### src/rtl/exec_redirect_arb.sv
module exec_redirect_arb #(
  parameter int NT    = 2,
  parameter int LANES = 2,
  parameter int PCW   = 32,
  parameter int SEQW  = 16,
  parameter int ISIZE = 4,
  parameter int CW    = 16,
  localparam int TW   = (NT > 1) ? $clog2(NT) : 1,
  localparam int LW   = (LANES > 1) ? $clog2(LANES) : 1
) (
  input  logic                  clk,
  input  logic                  rst_n,
  input  logic [LANES-1:0]      ex_valid,
  input  logic [LANES*TW-1:0]   ex_tid,
  input  logic [LANES*SEQW-1:0] ex_seq,
  input  logic [LANES*PCW-1:0]  ex_pc,
  input  logic [LANES*PCW-1:0]  ex_npc,
  input  logic [LANES-1:0]      ex_mispred,
  input  logic [LANES-1:0]      ex_pred_taken,
  input  logic [LANES-1:0]      ex_squashed,
  input  logic [LANES-1:0]      ex_viol,
  input  logic [LANES-1:0]      ex_ldblk,
  output logic [NT-1:0]         sq_valid,
  output logic [NT*SEQW-1:0]    sq_seq,
  output logic [NT*PCW-1:0]     sq_pc,
  output logic [NT-1:0]         sq_incl,
  output logic [NT-1:0]         sq_taken,
  output logic [NT-1:0]         sq_mispred,
  output logic [LANES-1:0]      skip_ack,
  output logic [CW-1:0]         cnt_pt_wrong,
  output logic [CW-1:0]         cnt_pnt_wrong,
  output logic [CW-1:0]         cnt_viol,
  output logic [CW-1:0]         cnt_skip
);

  function automatic logic newer(input logic [SEQW-1:0] a, input logic [SEQW-1:0] b);
    logic [SEQW-1:0] d;
    d = a - b;
    return (d != '0) && !d[SEQW-1];
  endfunction

  logic [TW-1:0]   l_tid [LANES];
  logic [SEQW-1:0] l_seq [LANES];
  logic [PCW-1:0]  l_pc  [LANES];
  logic [PCW-1:0]  l_npc [LANES];

  for (genvar g = 0; g < LANES; g++) begin : g_lane
    assign l_tid[g] = ex_tid[g*TW +: TW];
    assign l_seq[g] = ex_seq[g*SEQW +: SEQW];
    assign l_pc[g]  = ex_pc[g*PCW +: PCW];
    assign l_npc[g] = ex_npc[g*PCW +: PCW];
  end

  logic [LANES-1:0] live, skip;
  assign live = ex_valid & ~ex_squashed;
  assign skip = ex_valid & ex_squashed;

  logic [NT-1:0]   hnd_v;
  logic [SEQW-1:0] hnd_seq [NT];

  logic [NT-1:0]   nx_v, nx_incl, nx_tk, nx_mis, nx_seth;
  logic [NT-1:0]   w_pt, w_pnt, w_vi;
  logic [SEQW-1:0] nx_seq [NT];
  logic [PCW-1:0]  nx_pc  [NT];

  for (genvar t = 0; t < NT; t++) begin : g_thr
    logic br_hit, vi_hit, lb_hit;
    logic [LW-1:0] br_l, vi_l, lb_l;
    logic v_o, incl_o, tk_o, mis_o, seth_o;
    logic [SEQW-1:0] seq_o;
    logic [PCW-1:0]  pc_o;

    always_comb begin
      br_hit = 1'b0; vi_hit = 1'b0; lb_hit = 1'b0;
      br_l = '0; vi_l = '0; lb_l = '0;
      for (int l = LANES - 1; l >= 0; l--) begin
        if (live[l] && l_tid[l] == TW'(t)) begin
          if (ex_mispred[l]) begin br_hit = 1'b1; br_l = LW'(l); end
          if (ex_viol[l])    begin vi_hit = 1'b1; vi_l = LW'(l); end
          if (ex_ldblk[l] && (!hnd_v[t] || newer(l_seq[l], hnd_seq[t]))) begin
            lb_hit = 1'b1; lb_l = LW'(l);
          end
        end
      end
    end

    always_comb begin
      v_o = 1'b0; incl_o = 1'b0; tk_o = 1'b0; mis_o = 1'b0; seth_o = 1'b0;
      seq_o = '0; pc_o = '0;
      if (br_hit) begin
        v_o   = 1'b1;
        mis_o = 1'b1;
        seq_o = l_seq[br_l];
        pc_o  = l_npc[br_l];
        tk_o  = l_npc[br_l] != (l_pc[br_l] + PCW'(ISIZE));
      end else if (vi_hit) begin
        v_o   = 1'b1;
        seq_o = l_seq[vi_l];
        pc_o  = l_npc[vi_l];
      end else if (lb_hit) begin
        v_o    = 1'b1;
        incl_o = 1'b1;
        seth_o = 1'b1;
        seq_o  = l_seq[lb_l];
        pc_o   = l_pc[lb_l];
      end
    end

    assign nx_v[t]    = v_o;
    assign nx_incl[t] = incl_o;
    assign nx_tk[t]   = tk_o;
    assign nx_mis[t]  = mis_o;
    assign nx_seth[t] = seth_o;
    assign nx_seq[t]  = seq_o;
    assign nx_pc[t]   = pc_o;
    assign w_pt[t]    = br_hit && ex_pred_taken[br_l];
    assign w_pnt[t]   = br_hit && !ex_pred_taken[br_l];
    assign w_vi[t]    = !br_hit && vi_hit;
  end

  always_ff @(posedge clk or negedge rst_n) begin
    if (!rst_n) begin
      sq_valid      <= '0;
      sq_seq        <= '0;
      sq_pc         <= '0;
      sq_incl       <= '0;
      sq_taken      <= '0;
      sq_mispred    <= '0;
      skip_ack      <= '0;
      cnt_pt_wrong  <= '0;
      cnt_pnt_wrong <= '0;
      cnt_viol      <= '0;
      cnt_skip      <= '0;
      hnd_v         <= '0;
      for (int t = 0; t < NT; t++) hnd_seq[t] <= '0;
    end else begin
      sq_valid   <= nx_v;
      sq_incl    <= nx_incl;
      sq_taken   <= nx_tk;
      sq_mispred <= nx_mis;
      skip_ack   <= skip;
      for (int t = 0; t < NT; t++) begin
        sq_seq[t*SEQW +: SEQW] <= nx_seq[t];
        sq_pc[t*PCW +: PCW]    <= nx_pc[t];
        if (nx_seth[t]) begin
          hnd_v[t]   <= 1'b1;
          hnd_seq[t] <= nx_seq[t];
        end
      end
      cnt_pt_wrong  <= cnt_pt_wrong  + CW'($countones(w_pt));
      cnt_pnt_wrong <= cnt_pnt_wrong + CW'($countones(w_pnt));
      cnt_viol      <= cnt_viol      + CW'($countones(w_vi));
      cnt_skip      <= cnt_skip      + CW'($countones(skip));
    end
  end

endmodule

### config.mk
export PLATFORM = sky130hd
export DESIGN_NAME = exec_redirect_arb
export DESIGN_NICKNAME = d
export VERILOG_FILES = /design/src/rtl/exec_redirect_arb.sv
export SDC_FILE = /design/constraint.sdc
export NUM_CORES = 1
export LEC_CHECK = 0
export BUFFER_PORTS_ARGS = -buffer_cell sky130_fd_sc_hd__clkbuf_2
export CORE_MARGIN = 8
export CORE_UTILIZATION = 61
export CTS_CLUSTER_DIAMETER = 100
export CTS_CLUSTER_SIZE = 20
export DETAILED_ROUTE_END_ITERATION = 8
export GPL_ROUTABILITY_DRIVEN = 0
export PLACE_DENSITY_LB_ADDON = 0.05
export SYNTH_ARGS = -nofsm -noshare
export SYNTH_HDL_FRONTEND = slang
export SYNTH_SLANG_ARGS = --single-unit
### constraint.sdc
create_clock -name clk -period 6.4 [get_ports clk]
set_clock_uncertainty 0.1 [all_clocks]
set_input_delay 0.64 -clock clk [delete_from_list [all_inputs] [get_ports clk]]
set_output_delay 0.64 -clock clk [all_outputs]
set_load 0.02 [all_outputs]
==> results.yml <==
placed_design:
  dp_hpwl_mm: 43.8
  io_buffers: 345
  pre_cts_slack_ns: 1.37
  placed_cells: 2534
setup_path:
  crit_path_cell_trace: "ha_1 > fa_1 > nand2b_1 > a211oi_1 > o21ai_0 > a2111oi_2 > o211ai_1 > nor4_1 > a31oi_1 > nor3_4 > buf_4 > a32oi_1 > a21oi_1"
  cp-end-kind: "register"
  criticalPathCategory: "register to register"
  cpMaxStageDelayCell: "nor3_4"
  path_max_fanout: 33
  max_stage_delay_ns: 0.65
  arrival_ns: 4.98
  start_kind: "register"
  timing.critical_path.required_ns: 6.72
clock_tree:
  cts_hold_buf: 0
  post_cts_resized: 0
  htreeDepth: 1
  clkTransAtPathRegs_ns: 0.09
  cts_buffers: 15
  worstSkewPairLatency_ns: 0.51
  cts.sinks: 204
  clockBufferDepth: 3
  post-cts-setup-buffers: 0
  cts_root_buffer: "clkbuf_16"
  cts_tree: "built"
sta:
  fin_crit_ns: 4.67
  slew_violations: 0
  setup_ws_ns: 1.73
  fmax_ghz: 0.214
  grt_setup_unrepaired: "false"
  setup_viol: 0
  fin_crit_sh: 0.729
  finalHoldWorstSlack_ns: 0.0935
  maxSlewHeadroom: 0.260
  setup_tns_ns: 0
  hold_viol: 0
  tightest_slew_ns: 1.11
routing:
  drtIter0Drc: 2438
  detailroute.via_count: 17700
  first_pass_iters: 7
  wl_per_cell_microns: 23.6
  detail-route-antenna-nets: 0
  drc: 0
  drt_wl_total_mm: 60.5
  via_per_inst: 6.93
status:
  status: "completed"
cells_and_area:
  syn2layout_area_growth_pct: 13.9
  nNetsFinal: 2460
  drive_above_1_share: 0.191
  mostFrequentLayoutCells: "clkbuf_2 (344), dfrtp_1 (204), nand2_1 (171)"
  layout_commonest_cell: "clkbuf_2"
  final_cells: 2558
  fill_cells: 2207
logic_synthesis:
  netlist_area_sq_um: 16500
  synth_seq_area_share: 0.309
  synth-main-ff-cell: "dfrtp_1"
  yosys_warnings: 0
  yosys.area.top_type: "dfrtp_1"
  synth_nets: 2214
  syn_avg_cell_area_sq_um: 8.41
  synth-edff-count: 0
  synth.ff_latch_count: 204
  ys_types: 89
  synthArstFlopShare: 1.00
  syn_inst: 1964
  synth_top_area_frac: 0.309
  synth_area_leaders: "dfrtp_1 (31%), xnor2_1 (6.0%), ha_1 (5.0%)"
die:
  die_y_microns: 181
  rows: 60
  die_w_microns: 181
  start_util: 0.617
  dieArea_sq_um: 32600
  coreArea_sq_um: 26800
  io_pins: 346
job:
  maxCapViolCount: 0
power:
  ir_drop_uv: 208
  powerDensity_nw_per_um2: 307
  clkPwrFrac: 0.173
  combPwrFrac: 0.527
  power.switching_mw: 2.57
  total_power_mw: 5.77
  switching_share: 0.446
  power.share.sequential: 0.300
  p_leak_nw: 8.75
  p_int_mw: 3.20
global_routing:
  grt_pass1_vias: 16900
  grt_pass1_wl_mm: 94.6
  overflow: 0
  grt_max_degree: 104
  grt_use_total: 0.355
  antenna_found_initial: 4
worst_hold_path:
  hold_path_class: "primary input to asynchronous set/reset pin"
-- worst paths after layout --
check,depth (start not counted),slack (ns),end,startpoint
min,1,0.09,sq_pc[49],rst_n
min reg2reg,1,0.37,cnt_pnt_wrong[15],cnt_pnt_wrong[15]
max in group asynchronous,2,5.00,hnd_seq[18],rst_n
min in group clk,2,0.34,sq_seq[16],ex_seq[0]
max,13,1.73,sq_pc[33],hnd_seq[0]
max reg2reg,13,1.73,sq_pc[33],hnd_seq[0]
-- per-layer routing --
layer | wire, microns | GRT usage
met5 | 27 | 0
met4 | 2130 | 0.129
met3 | 7690 | 0.0948
met1 | 23900 | 0.475
met2 | 26700 | 0.544
-- synth_stat cells (all sizes together) (9+ instances only) --
| master | instances |
|---|---|
| a22oi | 24 |
| dfrtp | 204 |
| xor2 | 75 |
| or3 | 11 |
| and4 | 10 |
| and3 | 52 |
| xnor2 | 114 |
| nand2 | 173 |
| nand2b | 15 |
| o211ai | 35 |
| nor2 | 132 |
| nor4 | 11 |
| o21a | 16 |
| a211o | 16 |
| nor3 | 35 |
| a221o | 33 |
| o21ai | 76 |
| o22ai | 88 |
| a22o | 18 |
| clkbuf | 113 |
| buf | 28 |
| a31oi | 23 |
| ha | 66 |
| a2bb2oi | 16 |
| a21oi | 107 |
| o31ai | 11 |
| mux2i | 30 |
| nand3 | 69 |
| a221oi | 66 |
| a211oi | 11 |
| nor3b | 9 |
| a32oi | 31 |
| inv | 78 |
| and2 | 12 |
| nand4 | 42 |
| nor2b | 18 |
-- critical path: cells and delay by family, from the launching register on --
kind | cells | cell delay [ns]
AO/OA/AOI/OAI | 7 | 1.77
adder cells (fa/ha/maj) | 2 | 0.62
buffers and inverters | 1 | 0.51
flip-flops | 1 | 0.41
AND/OR/NAND/NOR | 3 | 1.13
-- area by class of cell --
type                            count  area, sq um  area share
Inverter                           79          297      0.0158
Timing Repair Buffer              370         1940       0.103
Multi-Input combinational cell   1540        10600       0.563
Clock inverter                      6         81.3     0.00432
Antenna cell                        2         5.00    0.000266
Clock buffer                       16          379      0.0201
Tap cell                          341          427      0.0227
Sequential cell                   204         5100       0.271
-- power by group through the flow --
stage	Combinational (mW)	Clock (mW)	Sequential, mW
floorplan	1.94	0	1.90
global placement	2.88	0	1.75
detailed placement	2.96	0	1.75
CTS	2.97	1.01	1.73
global route	3.30	1.05	1.76
finish	3.04	0.999	1.73
-- registers in the layout (all words and copies together) (netlist names), 16 cells and up --
register       cells
cnt_pnt_wrong     16
cnt_pt_wrong      16
cnt_skip          16
cnt_viol          16
hnd_seq           32
sq_pc             64
sq_seq            32
-- metrics by stage --
stage	util	instance area, sq um
2_1_floorplan	-	16500
3_3_place_gp	0.685	18400
3_5_place_dp	0.685	18400
4_1_cts	0.702	18800
5_1_grt	0.702	18800
6_report	0.702	18800
-- logic make-up (layout without fill, tap and decap cells) --
group                    Yosys count  in the layout  share of synthesized area
multiplexers                      32             32                     0.0195
buffers and inverters            220            471                     0.0522
AO/OA/AOI/OAI                    628            628                      0.274
AND/OR/NAND/NOR                  617            617                      0.186
XOR/XNOR                         189            189                      0.100
flip-flops                       204            204                      0.309
adder cells (fa/ha/maj)           74             74                     0.0597
other                              0              2                          0
No activity file was read; power rests on OpenSTA's default activity.
